$ cat src/rtl/frame_xlate_pkg.sv
package frame_xlate_pkg;
  localparam int unsigned DEF_VA_W   = 32;
  localparam int unsigned DEF_OFFS_W = 12;
  localparam int unsigned DEF_FRAMES = 16;

  typedef struct packed {
    logic used;
    logic mod;
  } frame_flags_t;
endpackage

$ cat src/rtl/frame_slot.sv
module frame_slot
  import frame_xlate_pkg::*;
#(
  parameter int unsigned VPN_W = 20
) (
  input  logic             clk,
  input  logic             rst,
  input  logic             ld_sel,
  input  logic             ld_inval,
  input  logic [VPN_W-1:0] ld_vpn,
  input  logic [VPN_W-1:0] look_vpn,
  input  logic             touch,
  input  logic             touch_wr,
  output logic             match,
  output frame_flags_t     flags
);
  logic [VPN_W-1:0] vpn_q;
  logic             valid_q;

  assign match = valid_q && (vpn_q == look_vpn);

  always_ff @(posedge clk) begin
    if (rst) begin
      valid_q <= 1'b0;
      flags   <= '0;
      vpn_q   <= '0;
    end else if (ld_sel) begin
      vpn_q   <= ld_vpn;
      valid_q <= !ld_inval;
      flags   <= '0;
    end else if (touch) begin
      flags.used <= 1'b1;
      if (touch_wr) flags.mod <= 1'b1;
    end
  end
endmodule

$ cat src/rtl/prio_pick.sv
module prio_pick #(
  parameter int unsigned N = 16,
  localparam int unsigned IW = (N > 1) ? $clog2(N) : 1
) (
  input  logic [N-1:0]  vec,
  output logic [IW-1:0] idx,
  output logic          any,
  output logic          multi
);
  always_comb begin
    idx = '0;
    for (int i = N - 1; i >= 0; i--) begin
      if (vec[i]) idx = IW'(i);
    end
  end

  assign any   = |vec;
  assign multi = (vec & (vec - N'(1))) != '0;
endmodule

$ cat src/rtl/frame_xlate.sv
module frame_xlate
  import frame_xlate_pkg::*;
#(
  parameter int unsigned VA_W   = DEF_VA_W,
  parameter int unsigned OFFS_W = DEF_OFFS_W,
  parameter int unsigned FRAMES = DEF_FRAMES,
  localparam int unsigned VPN_W = VA_W - OFFS_W,
  localparam int unsigned FN_W  = (FRAMES > 1) ? $clog2(FRAMES) : 1,
  localparam int unsigned PA_W  = FN_W + OFFS_W
) (
  input  logic              clk,
  input  logic              rst,
  input  logic              req_valid,
  input  logic [VA_W-1:0]   req_vaddr,
  input  logic              req_write,
  output logic              rsp_valid,
  output logic              rsp_fault,
  output logic              rsp_multi,
  output logic [PA_W-1:0]   rsp_paddr,
  input  logic              ld_en,
  input  logic              ld_inval,
  input  logic [FN_W-1:0]   ld_frame,
  input  logic [VPN_W-1:0]  ld_vpn,
  input  logic [FN_W-1:0]   peek_frame,
  output logic              peek_used,
  output logic              peek_mod
);
  logic [VPN_W-1:0]  look_vpn;
  logic [OFFS_W-1:0] look_off;
  logic [FRAMES-1:0] match_vec;
  frame_flags_t      flag_arr [FRAMES];
  logic [FN_W-1:0]   win_idx;
  logic              any_hit;
  logic              many_hit;

  assign look_vpn = req_vaddr[VA_W-1:OFFS_W];
  assign look_off = req_vaddr[OFFS_W-1:0];

  for (genvar g = 0; g < FRAMES; g++) begin : g_slot
    frame_slot #(.VPN_W(VPN_W)) slot_i (
      .clk      (clk),
      .rst      (rst),
      .ld_sel   (ld_en && (ld_frame == FN_W'(g))),
      .ld_inval (ld_inval),
      .ld_vpn   (ld_vpn),
      .look_vpn (look_vpn),
      .touch    (req_valid && any_hit && (win_idx == FN_W'(g))),
      .touch_wr (req_write),
      .match    (match_vec[g]),
      .flags    (flag_arr[g])
    );
  end

  prio_pick #(.N(FRAMES)) pick_i (
    .vec   (match_vec),
    .idx   (win_idx),
    .any   (any_hit),
    .multi (many_hit)
  );

  always_ff @(posedge clk) begin
    if (rst) begin
      rsp_valid <= 1'b0;
      rsp_fault <= 1'b0;
      rsp_multi <= 1'b0;
      rsp_paddr <= '0;
    end else begin
      rsp_valid <= req_valid;
      rsp_fault <= req_valid && !any_hit;
      rsp_multi <= req_valid && many_hit;
      rsp_paddr <= (req_valid && any_hit) ? {win_idx, look_off} : '0;
    end
  end

  always_comb begin
    peek_used = 1'b0;
    peek_mod  = 1'b0;
    if (32'(peek_frame) < FRAMES) begin
      peek_used = flag_arr[peek_frame].used;
      peek_mod  = flag_arr[peek_frame].mod;
    end
  end
endmodule

$ cat config.mk
export PLATFORM = sky130hd
export DESIGN_NAME = frame_xlate
export DESIGN_NICKNAME = d
export VERILOG_FILES = /design/src/rtl/frame_xlate_pkg.sv /design/src/rtl/frame_slot.sv /design/src/rtl/prio_pick.sv /design/src/rtl/frame_xlate.sv
export SDC_FILE = /design/constraint.sdc
export NUM_CORES = 1
export LEC_CHECK = 0
export BUFFER_PORTS_ARGS = -buffer_cell sky130_fd_sc_hd__buf_4
export CELL_PAD_IN_SITES_DETAIL_PLACEMENT = 1
export CELL_PAD_IN_SITES_GLOBAL_PLACEMENT = 2
export CORE_UTILIZATION = 40
export DETAILED_ROUTE_END_ITERATION = 8
export GPL_ROUTABILITY_DRIVEN = 0
export PLACE_DENSITY_LB_ADDON = 0.12
export SYNTH_ARGS = -nofsm -noshare
export SYNTH_HDL_FRONTEND = slang
export SYNTH_SLANG_ARGS = --single-unit
$ cat constraint.sdc
create_clock -name clk -period 3.86 [get_ports clk]
set_clock_uncertainty 0.1 [all_clocks]
set_input_delay 0.193 -clock clk [delete_from_list [all_inputs] [get_ports clk]]
set_output_delay 0.193 -clock clk [all_outputs]
set_load 0.01 [all_outputs]
==> results.md, run 1 <==
- Type of the worst min-delay path: primary input to register
- Required @ worst endpoint: 4.21 ns
- Unrepaired setup endpoints after global routing: false
- YS warnings: 0
- CTS buffer count: 45
- Crit path launch type: register
- Pins over their slew limit: 0
- Crit. Startpoint: g_slot[3].slot_i.vpn_q[16]
- Clk sinks: 387
- Die ar.: 48000 µm²
- TritonCTS clock tree: yes
- Setup Fix Bufs, Post-CTS: 0
- Vias in the first global route: 17158
- Highest Signal Layer: met4
- Total wire length: 77700 µm
- FILL cells: 5585
- Synth Net Count: 2472
- Initial Util: 40.5%
- Fraction of layout cells with a size suffix above 1: 10.0%
- Synth Flop Type: dfxtp_1
- Least-Margin Pin Slew: 1.24 ns
- Synth top area share: 41.1%
- Average size of a mapped cell: 7.83 µm²
- Root buffer cell: clkbuf_16
- Mapped cell area: 18800 µm²
- Total Power: 9.18 mW
- IO Port Bufs: 86
- Max cap viols: 0
- Top cells by count, synth: nand2_1, dfxtp_1, a21oi_1
- Fin nets: 2481
- Router iterations before antenna repair: 6
- Gr ovfl total: 0
- First-pass GRT wire length: 113000 µm
- Peak supply drop: 330 µV
- Worst Path Max Fanout: 7
- WL met2: 36100 µm
- Wire per inst: 25.5 µm
- Reg2reg path depth: 10
- Setup CP Type: register to register
- P_leak: 7.10 nW
- Crit Reg-Reg Startpoint: g_slot[3].slot_i.vpn_q[16]
- Initial antenna violation count: 1
- Period utilisation layout: 81.8%
- Clk pin slew, worst setup/hold paths: 0.06 ns
- Power density cells: 428 nW/µm²
- Residual DRC: 0
- Final min period: 3.16 ns
- Core area: 46500 µm²
- Synth-to-Final Area Change: 14.0%
- Number of H-tree levels: 2
- Antenna Nets Post-Route: 0
- Synth Instances: 2406
- Status: complete, no violations
- Final core occ: 46.2%
- Vias per std cell: 5.65
- Fin Setup TNS: 0 ns
- Synth unique cells: 67
- Finish-stage setup viols: 0
- DRT iter0 DRCs: 1313
- Max Freq: 0.317 GHz
- Via count: 17242
- Slew margin rel.: 17.2%
- Hold Path Origin: rst
- Largest net degree at the start of global routing: 107
- Met3 Routed Length: 3640 µm
- Sequential area share after synthesis: 41.1%
- Largest cells by area after synthesis: dfxtp_1, nand2_1, xnor2_1, a21oi_1, xor2_1
- Critical Path AT: 3.51 ns
- Hold Crit Depth: 2
- Floorplan row count: 79
- I/O pins: 87
- Number of synthesized flops with an enable pin: 0
- Hold_ws: 0.0152 ns
- Detailed placement HPWL: 49800 µm
- FF+latch count, synth: 387
- Die width: 219 µm
- Most common cell in the netlist: nand2_1
- Ys async rst share: 0%
- Element type at the critical path end: register
- Max clock buf depth: 3
- Worst-Skew Late Latency: 0.58 ns
- Gr usage total: 32.2%
- Die Y: 219 µm
- Met1 Wirelength: 34900 µm
- Fin. Hold Viols: 0
- Synth area leader: dfxtp_1
[logic make-up after synthesis]
logic type / count (synthesis) / synth area share, %
AND/OR/NAND/NOR: 1090 / 26.7
AO/OA/AOI/OAI: 395 / 11.4
buffers and inverters: 202 / 4.57
adder cells (fa/ha/maj): 3 / 0.159
flip-flops: 387 / 41.1
XOR/XNOR: 319 / 14.8
multiplexers: 10 / 1.20
[what timing repair did]
| action | 4_1_cts | 5_1_grt |
|---|---|---|
| endpoints found under the hold margin | 313 | 0 |
| hold buffers | 34 | 0 |
| gates resized for setup | 0 | 0 |
[layout by cell type, fill, tap and decap left out, drive strengths merged, types with 4 or more instances in the layout]
master,count
mux4,10
buf,120
and3,4
dfxtp,387
and4,7
a31oi,5
or2,14
nand4,92
dlygate4sd3,34
or4,4
o21ai,24
nand2b,11
nand3,41
nand2,709
and2,16
a211oi,16
xnor2,224
nand4b,14
nor4,55
a21oi,332
nor3,21
inv,11
clkinv,5
nor2b,5
nor2,64
xor2,95
clkbuf,62
or3b,4
nor3b,16
[flip-flops by register name (all words and copies together), names as in the netlist]
signal                 flops
rsp_fault                  1
rsp_multi                  1
g_slot.slot_i.vpn_q      320
rsp_valid                  1
g_slot.slot_i.flags       32
g_slot.slot_i.valid_q     16
rsp_paddr                 16
[stage by stage]
| stage | setup slack (ns) | instances | cell area (µm²) |
|---|---|---|---|
| 2_1_floorplan | 1.23 | 2406 | 18800 |
| 3_3_place_gp | 0.535 | 2941 | 19700 |
| 3_5_place_dp | 0.422 | 2941 | 19700 |
| 4_1_cts | 0.740 | 3047 | 21500 |
| 5_1_grt | 0.532 | 3049 | 21500 |
| 6_report | 0.702 | 3049 | 21500 |
[worst max-delay path, stage by stage, from the launching register on]
cell and delay, ns:
dfxtp_1 0.32, xnor2_1 0.42, nand4_1 0.15, nor4_1 0.42, nand4b_1 0.36, nand3_1 0.20
nor2b_1 0.09, a221oi_4 0.50, nand2_1 0.14, nand2_1 0.21, o21ai_0 0.12
[power breakdown]
group | leakage (nW) | switching, mW | total [mW] | internal, mW
Clock | 0.683 | 1.74 | 4.20 | 2.46
Combinational | 3.29 | 0.631 | 0.904 | 0.273
Sequential | 3.12 | 0.0377 | 4.08 | 4.04
Total | 7.10 | 2.41 | 9.18 | 6.77
[per-layer routing]
| metal | global-route usage, % | vias up |
|---|---|---|
| met5 | 0 | - |
| met4 | 12.7 | 0 |
| met3 | 3.17 | 141 |
| met2 | 53.2 | 462 |
| met1 | 42.9 | 8595 |
| li1 | - | 8044 |
[final timing paths]
check                         endpoint  slack, ns
min          g_slot[2].slot_i.vpn_q[4]       0.02
max          g_slot[6].slot_i.flags[1]       0.70
min reg2reg  g_slot[7].slot_i.flags[1]       0.35
max reg2reg  g_slot[6].slot_i.flags[1]       0.70
[cell type report]
class / count / area, µm² / area share (%)
clock inverters: 10 / 131 / 0.612
inverters: 10 / 37.5 / 0.175
well taps: 607 / 759 / 3.54
diodes: 2 / 5.00 / 0.0233
repair buffers: 154 / 1250 / 5.82
flip-flops and latches: 387 / 7750 / 36.1
multi-input cells: 1817 / 10300 / 47.9
clock buffers: 62 / 1260 / 5.87
Power figures use the tool's default switching activity.
==> run 2: changes to the inputs <==
--- a/config.mk
+++ b/config.mk
@@ -8,7 +8,7 @@
 export BUFFER_PORTS_ARGS = -buffer_cell sky130_fd_sc_hd__buf_4
 export CELL_PAD_IN_SITES_DETAIL_PLACEMENT = 1
 export CELL_PAD_IN_SITES_GLOBAL_PLACEMENT = 2
-export CORE_UTILIZATION = 40
+export CORE_UTILIZATION = 37
 export DETAILED_ROUTE_END_ITERATION = 8
 export GPL_ROUTABILITY_DRIVEN = 0
 export PLACE_DENSITY_LB_ADDON = 0.12
==> constraint.sdc (replaced) <==
create_clock -name clk -period 3.2 [get_ports clk]
set_clock_uncertainty 0.1 [all_clocks]
set_input_delay 0.16 -clock clk [delete_from_list [all_inputs] [get_ports clk]]
set_output_delay 0.16 -clock clk [all_outputs]
set_load 0.01 [all_outputs]
==> run 2 against run 1 <==
Against the previous run:
- clock-buffer cell count up 4
- critical path depth is 1 higher
- first-iteration DRC count is 14% lower
- sequential power rose by 21%
- power is 25% higher
- sequential share of layout area down 1.6 points
- critical path type unchanged
- critical endpoint is now g_slot[10].slot_i.flags[0]
- highest routed layer unchanged
==> results.md, run 2 (synthesis gave the netlist of run 1 again) <==
- Status: complete, no violations (unchanged)
- Initial Util: 37.5% (was 40.5%)
- Vias in the first global route: 17764 (was 17158)
- Vias per std cell: 5.59 (was 5.65)
- First-pass GRT wire length: 119000 µm (was 113000 µm)
- Setup ws final: 0.176 ns (was 0.702 ns)
- Slew margin rel.: 31.7% (was 17.2%)
- Floorplan row count: 82 (was 79)
- Largest net degree at the start of global routing: 79 (was 107)
- Core area: 50200 µm² (was 46500 µm²)
- Fin nets: 2555 (was 2481)
- Dpl ws: -0.114 ns (was 0.422 ns)
- Gr ovfl total: 0 (unchanged)
- Non-Filler Instances: 3195 (was 3049)
- Die ar.: 51800 µm² (was 48000 µm²)
- Period utilisation layout: 94.5% (was 81.8%)
- Clk pin slew, worst setup/hold paths: 0.06 ns (about the same)
- Fraction of layout cells with a size suffix above 1: 12.8% (was 10.0%)
- Finish-stage setup viols: 0 (unchanged)
- DRT iter0 DRCs: 1135 (was 1313)
- Die Y: 228 µm (was 219 µm)
- Crit Reg-Reg Startpoint: g_slot[15].slot_i.vpn_q[6] (was g_slot[3].slot_i.vpn_q[16])
- Power density cells: 511 nW/µm² (was 428 nW/µm²)
- Synth-to-Final Area Change: 19.2% (was 14.0%)
- Element type at the critical path end: register (unchanged)
- Largest Register: g_slot.slot_i.vpn_q (unchanged)
- Detailed placement HPWL: 53700 µm (was 49800 µm)
- Critical Path AT: 3.39 ns (was 3.51 ns)
- Number of H-tree levels: 2 (unchanged)
- I/O pins: 87 (unchanged)
- Worst Path Max Fanout: 7 (unchanged)
- Initial antenna violation count: 0 (was 1)
- Reg2reg path depth: 11 (was 10)
- Residual DRC: 0 (unchanged)
- Gr usage total: 31.8% (was 32.2%)
- Crit path launch type: register (unchanged)
- Max reg flops: 320 (unchanged)
- Pins over their slew limit: 0 (unchanged)
- TritonCTS clock tree: yes (unchanged)
- Max clock buf depth: 3 (unchanged)
- Regs by FF count: g_slot.slot_i.vpn_q (320), g_slot.slot_i.flags (32) (unchanged)
- Via count: 17858 (was 17242)
- Die width: 228 µm (was 219 µm)
- Worst-Skew Late Latency: 0.60 ns (was 0.58 ns)
- Total wire length: 82400 µm (was 77700 µm)
- Antenna Nets Post-Route: 0 (unchanged)
- Unrepaired setup endpoints after global routing: false (unchanged)
- Max cap viols: 0 (unchanged)
- Type of the worst min-delay path: primary input to register (unchanged)
- Hold Crit Depth: 5 (was 2)
- Max Freq: 0.331 GHz (was 0.317 GHz)
- Reg2reg setup slack: 0.18 ns (was 0.70 ns)
- Placed cell count: 3075 (was 2941)
- IO Port Bufs: 86 (unchanged)
- Least-Margin Pin Slew: 1.02 ns (was 1.24 ns)
- FF-to-FF End: g_slot[10].slot_i.flags[0] (was g_slot[6].slot_i.flags[1])
- Wire per inst: 25.8 µm (was 25.5 µm)
- Clk sinks: 387 (unchanged)
- Crit. Startpoint: g_slot[15].slot_i.vpn_q[6] (was g_slot[3].slot_i.vpn_q[16])
- Commonest non-fill, non-tap cell in the layout: nand2_1 (unchanged)
- Final min period: 3.02 ns (was 3.16 ns)
- Root buffer cell: clkbuf_16 (unchanged)
- Hold Path Origin: ld_frame[2] (was rst)
- Peak supply drop: 371 µV (was 330 µV)
- Router iterations before antenna repair: 5 (was 6)
- P_leak: 7.60 nW (was 7.10 nW)
- CTS buffer count: 46 (was 45)
- Total inserted antenna cells: 0 (was 2)
- Hold path endpoint: g_slot[0].slot_i.vpn_q[2] (was g_slot[2].slot_i.vpn_q[4])
- Required @ worst endpoint: 3.57 ns (was 4.21 ns)
- Setup Fix Bufs, Post-CTS: 0 (unchanged)
- Fin. Hold Viols: 0 (unchanged)
- Most frequent cells in the layout: nand2_1, dfxtp_1, a21oi_1 (unchanged)
- Setup CP Type: register to register (unchanged)
-- run 2: layer usage --
layer | GRT usage (%) | routed length [µm]
met3 | 3.06 | 3170
met4 | 12.7 | 3180
met1 | 42.5 | 37300
met5 | 0 | 0
met2 | 52.6 | 38700
-- run 2: area by class of cell --
| type | instances | area, µm² |
|---|---|---|
| timing repair buffer | 227 | 2030 |
| inverter | 10 | 37.5 |
| clock inverter | 16 | 174 |
| multi-input combinational | 1817 | 10300 |
| clock buffer | 66 | 1340 |
| sequential | 387 | 7750 |
| tap | 672 | 841 |
| fill | 5965 | 27700 |
-- run 2: worst max-delay path: stages, from the launching register on --
cell and delay (ns):
dfxtp_1 0.32, xnor2_1 0.38, nand4_1 0.14, nor4_1 0.34, nand4b_1 0.36, nor2b_4 0.23
o221ai_4 0.14, a221oi_4 0.33, buf_12 0.17, nand2_1 0.09, nand2_2 0.16, o21ai_0 0.11
-- run 2: timing repair --
action | in CTS | in global routing
endpoints found under the setup margin | 0 | 6
hold buffers | 38 | 0
hold endpoints to repair | 357 | 0
gates resized for setup | 0 | 4
-- run 2: where the power goes --
group | leakage, nW | switching [mW] | total (mW) | internal (mW)
registers | 3.12 | 0.0420 | 4.92 | 4.88
clock network | 0.754 | 2.21 | 5.35 | 3.14
logic | 3.72 | 0.820 | 1.22 | 0.396
total | 7.60 | 3.07 | 11.5 | 8.41
-- run 2: metrics by stage --
step / hold WS (ns) / power [mW] / TNS (ns) / utilization, % / cell area (µm²)
after detailed placement: 0.269 / 6.18 / -0.155 / 40.9 / 20500
after floorplan: 0.182 / 5.65 / 0 / - / 18800
after CTS: 0.0664 / 11.6 / 0 / 44.7 / 22400
after global placement: 0.263 / 6.17 / -0.0519 / 40.9 / 20500
final: 0.104 / 11.5 / 0 / 44.8 / 22500
after global routing: 0.124 / 11.8 / 0 / 44.8 / 22500
-- run 2: worst max path at each step --
stage	cells after the start	slack, ns	endpoint
2_1_floorplan	11	0.60	rsp_multi
3_3_place_gp	12	-0.05	g_slot[4].slot_i.flags[0]
3_5_place_dp	12	-0.11	g_slot[4].slot_i.flags[0]
4_1_cts	11	0.14	g_slot[10].slot_i.flags[0]
5_1_grt	11	0.03	g_slot[4].slot_i.flags[0]
6_report	11	0.18	g_slot[10].slot_i.flags[0]
